File: src/rtl/acc_xfer_seq.sv
module acc_xfer_seq #(
  parameter int AW = 9,
  parameter int DW = 24,
  parameter int OW = 9,
  parameter int SW = 4
) (
  input  logic          clk,
  input  logic          rst_n,
  input  logic          start_n,
  input  logic [1:0]    op,
  input  logic [1:0]    clr_mode,
  input  logic [SW-1:0] sel,
  input  logic          sat,
  input  logic          eq,
  input  logic [OW-1:0] ci,
  output logic [AW-1:0] acc_addr,
  output logic          acc_rd,
  output logic          acc_clr,
  input  logic [DW-1:0] acc_rdata,
  output logic [AW-1:0] lut_addr,
  output logic          lut_rd,
  output logic          lut_we,
  output logic [OW-1:0] lut_wdata,
  input  logic [OW-1:0] lut_rdata,
  output logic [OW-1:0] dout,
  output logic          dout_valid,
  output logic          busy
);
  localparam logic [AW-1:0] LAST = {AW{1'b1}};

  logic          start_q, run, v1, v2, v3;
  logic [AW-1:0] addr, a1, a2, a3;
  logic [1:0]    op_q, cm_q;
  logic [SW-1:0] sel_q;
  logic          sat_q, eq_q;
  logic [DW-1:0] word2;
  logic [OW-1:0] dout_q;

  assign busy = run | v1 | v2 | v3;
  wire go       = start_q & ~start_n & ~busy;
  wire acc_mode = ~op_q[0];
  wire copy     = (op_q == 2'b00);
  wire wr_lut   = (op_q == 2'b11);

  wire [DW-1:0] shifted = word2 >> sel_q;
  wire          over    = |shifted[DW-1:OW];
  wire [OW-1:0] shaped  = (sat_q & over) ? {OW{1'b1}} : shifted[OW-1:0];

  always_ff @(posedge clk or negedge rst_n) begin
    if (!rst_n) begin
      start_q <= 1'b1;
      run     <= 1'b0;
      addr    <= '0;
      op_q    <= '0;
      cm_q    <= 2'b11;
      sel_q   <= '0;
      sat_q   <= 1'b0;
      eq_q    <= 1'b0;
    end else begin
      start_q <= start_n;
      if (go) begin
        run   <= 1'b1;
        addr  <= '0;
        op_q  <= op;
        cm_q  <= clr_mode;
        sel_q <= sel;
        sat_q <= sat;
        eq_q  <= eq;
      end else if (run) begin
        if (start_n || addr == LAST) run <= 1'b0;
        addr <= addr + 1'b1;
      end
    end
  end

  always_ff @(posedge clk or negedge rst_n) begin
    if (!rst_n) begin
      {v1, v2, v3} <= '0;
      {a1, a2, a3} <= '0;
      word2        <= '0;
      dout_q       <= '0;
    end else begin
      v1 <= run;
      v2 <= v1;
      v3 <= v2;
      a1 <= addr;
      a2 <= a1;
      a3 <= a2;
      if (go)
        word2 <= '0;
      else if (v1)
        word2 <= acc_mode ? ((eq_q ? word2 : '0) + acc_rdata)
                          : {{(DW-OW){1'b0}}, lut_rdata};
      if (v2)
        dout_q <= wr_lut ? '0 : (acc_mode ? shaped : word2[OW-1:0]);
      else
        dout_q <= '0;
    end
  end

  assign acc_addr   = addr;
  assign acc_rd     = run & acc_mode;
  assign acc_clr    = run & ((cm_q == 2'b00) | ((cm_q == 2'b01) & acc_mode));
  assign lut_addr   = copy ? a3 : addr;
  assign lut_rd     = run & (op_q == 2'b01);
  assign lut_we     = (run & wr_lut) | (v3 & copy);
  assign lut_wdata  = copy ? dout_q : ci;
  assign dout       = dout_q;
  assign dout_valid = v3;
endmodule

File: config.mk
export PLATFORM = sky130hd
export DESIGN_NAME = acc_xfer_seq
export DESIGN_NICKNAME = d
export VERILOG_FILES = /design/src/rtl/acc_xfer_seq.sv
export SDC_FILE = /design/constraint.sdc
export NUM_CORES = 1
export LEC_CHECK = 0
export BUFFER_PORTS_ARGS = -buffer_cell sky130_fd_sc_hd__buf_2
export CAP_MARGIN = 20
export CORE_AREA = 2 2 106 108
export CTS_BUF_LIST = sky130_fd_sc_hd__clkbuf_8 sky130_fd_sc_hd__clkbuf_16
export DETAILED_ROUTE_END_ITERATION = 8
export DIE_AREA = 0 0 108 110
export HOLD_SLACK_MARGIN = 0.06
export PLACE_DENSITY = 0.77
export SLEW_MARGIN = 20
export SYNTH_ARGS = -nofsm -noshare
export SYNTH_HDL_FRONTEND = slang
export SYNTH_SLANG_ARGS = --single-unit
File: constraint.sdc
create_clock -name clk -period 3.5 [get_ports clk]
set_clock_uncertainty 0.15 [all_clocks]
set_input_delay 0.7 -clock clk [delete_from_list [all_inputs] [get_ports clk]]
set_output_delay 0.7 -clock clk [all_outputs]
set_load 0.01 [all_outputs]
==> flow_summary.ini <==
[run_status]
outcome = complete, no violations

[global_route]
global_route.usage.met1_pct = 34.18
grt_pass1_vias = 4743
antenna_found_initial = 0
busiest_layer = met2
grt_pass1_wl_um = 23310
use_met3_pct = 3.645
grt_max_degree = 84
grtUsageMet2_pct = 41.37
grt_usage_pct = 24.79
grt-ovfl-total = 0

[clock_tree]
ctsResizeCount = 0
cts_buffer_depth = 2
clkSinkCount = 84
htree_levels = 3
cts-hold-fix-buffers = 0
root_buffer = clkbuf_8
clk_latency_ns = 0.35
cts_made_buffers = 9
cts_tree = yes
clk_pin_slew_ns = 0.09
cts_setup_buffers = 0

[critical_path]
ff2ff_setup_slack_ns = 0.33
path_buf_inv = 1
cp.arrival_ns = 3.26
cp_common_cell = nand2_1
cp.required_ns = 3.60
start_kind = flop
crit_family = compound AO/OA/AOI/OAI gates
critPathKind = reg -> reg
path_cells = buf_4, nand2_1, fa_1, nand2b_1, a211oi_1, o22ai_1, o221a_2, o31ai_1, mux2i_1, nand2_1
worstPathMaxFanout = 26
slowest_delay_ns = 0.43
cp-end-kind = flop
slowest_stage = fa_1

[sta]
slew_viol_final = 0
worstMarginPinSlew_ns = 0.7788
setup_violations = 0
fmax_ghz = 0.3158
period_share_pct = 90.47
slew-limit-headroom_pct = 48.08
hold_violations = 0
fin_ws_ns = 0.3336
min_period_ns = 3.166
final.setup.tns_ns = 0
grt_setup_unrepaired = no

[layout]
instances_no_fill = 850
layout.nets = 786
finalInstanceArea_sq_um = 6486
drive_gt1_share_pct = 23.38
area_growth_pct = 13.09
final_util_pct = 60.63
diodes = 0

[min_path]
hold_class = reg -> reg

[placement]
gp_congestion = 0.9489
postPlaceCellArea_sq_um = 6280
place_hpwl_um = 10660
detailedPlace.worstSlack_ns = 0.05651
numPortBuffers = 96
dp_cells = 834

[floorplanning]
fp.coreArea_sq_um = 10700
die-area_sq_um = 11880
pin_count = 97
die_y_um = 110
start_util_pct = 53.61
fp-row-count = 38
chipWidth_um = 108

[power]
ir_drop_uv = 339.0
power_per_cell_area_nw_per_um2 = 795.8
p_leak_uw = 0.003127

[detailed_routing]
routed_wl_um = 14430
drt_iter0_markers = 308
antenna_left = 0
avgRoutedWirePerCell_um = 16.97
vias_per_cell = 5.974
drc = 0
vias = 5078
dr.pass1.iters = 5

[logic_synthesis]
ys_warn_count = 0
ys_seq_elements = 84
yosysUniqueCellTypes = 67
ys_seq_area_share_pct = 36.71
synth_area_sq_um = 5736
synth_nets = 711
synthFlopType = dfrtp_1
syn_inst = 630
synth_area_leaders = dfrtp_1, nand2_1, ha_1
synth_edf_count = 0
synth_top_cell_by_area = dfrtp_1
avgSynthCellArea_sq_um = 9.104
yosysTopAreaCellShare_pct = 35.34
async_flop_share_pct = 100.0

[flow_run]
max_cap_violations = 0
## cell families after synthesis
logic type / count (synthesis) / share of synthesized area, %
buffers and inverters: 53 / 3.970
muxes: 57 / 12.65
xor gates and xnor gates: 22 / 3.359
and+or+nand+nor: 222 / 18.85
adders and majority gates: 26 / 5.803
AOI/OAI and AO/OA: 166 / 18.65
DFF: 84 / 36.71
## sequential cells by signal, indices dropped and copies added (netlist names)
name and flops:
dout_valid 1, acc_addr 9, a1 9, dout 9
a3 9, word2 24, v1 1, run 1
eq_q 1, sat_q 1, start_q 1, v2 1
cm_q 2, a2 9, op_q 2, sel_q 4
## synth_stat cells (3+ instances only)
cell	n
a211oi_1	10
a21o_1	6
a21oi_1	43
a221o_1	7
a22o_1	5
a31oi_1	3
and2_1	27
and3_1	6
buf_2	7
clkbuf_1	28
dfrtp_1	81
dfstp_2	3
ha_1	25
inv_1	11
mux2_2	23
mux2i_1	23
mux4_2	10
nand2_1	91
nand2b_1	10
nand3_1	9
nand4_1	5
nor2_1	35
nor2b_1	9
nor3_1	7
nor4_1	6
o211ai_1	5
o21a_1	6
o21ai_0	35
o21ai_1	15
o22ai_1	3
o311ai_1	3
o31ai_1	5
xnor2_1	10
xor2_1	12
## per-stage QoR
step	total power [uW]	hold WS, ns
CTS	5141	0.1961
global route	5558	0.2082
finish	5162	0.1960
floorplan	3693	0.1812
global placement	4337	0.1825
detailed placement	4429	0.1856
## placed cells by master (no fill, tap or decap), types with 10 or more instances in the layout
cell and instances:
buf_2 95, nand2_1 91, dfrtp_1 80, a21oi_1 43, o21ai_0 35, nor2_1 35
and2_1 27, ha_1 25, mux2i_1 23, mux2_2 23, o21ai_1 15, xor2_1 12
inv_1 11, nand2b_1 10, mux4_2 10, a211oi_1 10, xnor2_1 10
## final cells by class
class	instances	area, sq um
timing repair buffer	105	554.3
multi-input combinational	493	3402
fill	907	4212
inverter	12	45.04
tap	140	175.2
clock inverter	7	78.83
sequential	84	2107
clock buffer	9	123.9
## where the power goes
group	internal (uW)	leakage [uW]	switching, uW
clock	341	0.000105	373
sequential	1270	0.00110	514
combinational	1240	0.00192	1420
## metal layers
metal,vias up,wire length (um)
met5,-,0
met4,0,201
met3,26,981
met2,204,6892
met1,2430,6349
li1,2418,-
## worst register-to-register path, delay by kind of cell, from the launching register on
family / cells / cell delay [ns]
muxes: 1 / 0.26
and+or+nand+nor: 3 / 0.41
adders and majority gates: 1 / 0.43
AOI/OAI and AO/OA: 4 / 1.21
buffers and inverters: 1 / 0.24
DFF: 1 / 0.35
## worst paths after layout
kind / startpoint / to / cells after the start
setup / recovery: eq_q$_DFFE_PN0P_ / word2[22]$_DFFE_PN0P_ / 10
hold / removal: a1[8]$_DFF_PN0_ / a2[8]$_DFF_PN0_ / 0
setup reg to reg: eq_q$_DFFE_PN0P_ / word2[22]$_DFFE_PN0P_ / 10
hold reg to reg: a1[8]$_DFF_PN0_ / a2[8]$_DFF_PN0_ / 0
max in group asynchronous: rst_n / cm_q[0]$_DFFE_PN1P_ / 2
min in group asynchronous: rst_n / sel_q[1]$_DFFE_PN0P_ / 1
No activity file was read; power rests on OpenSTA's default activity.
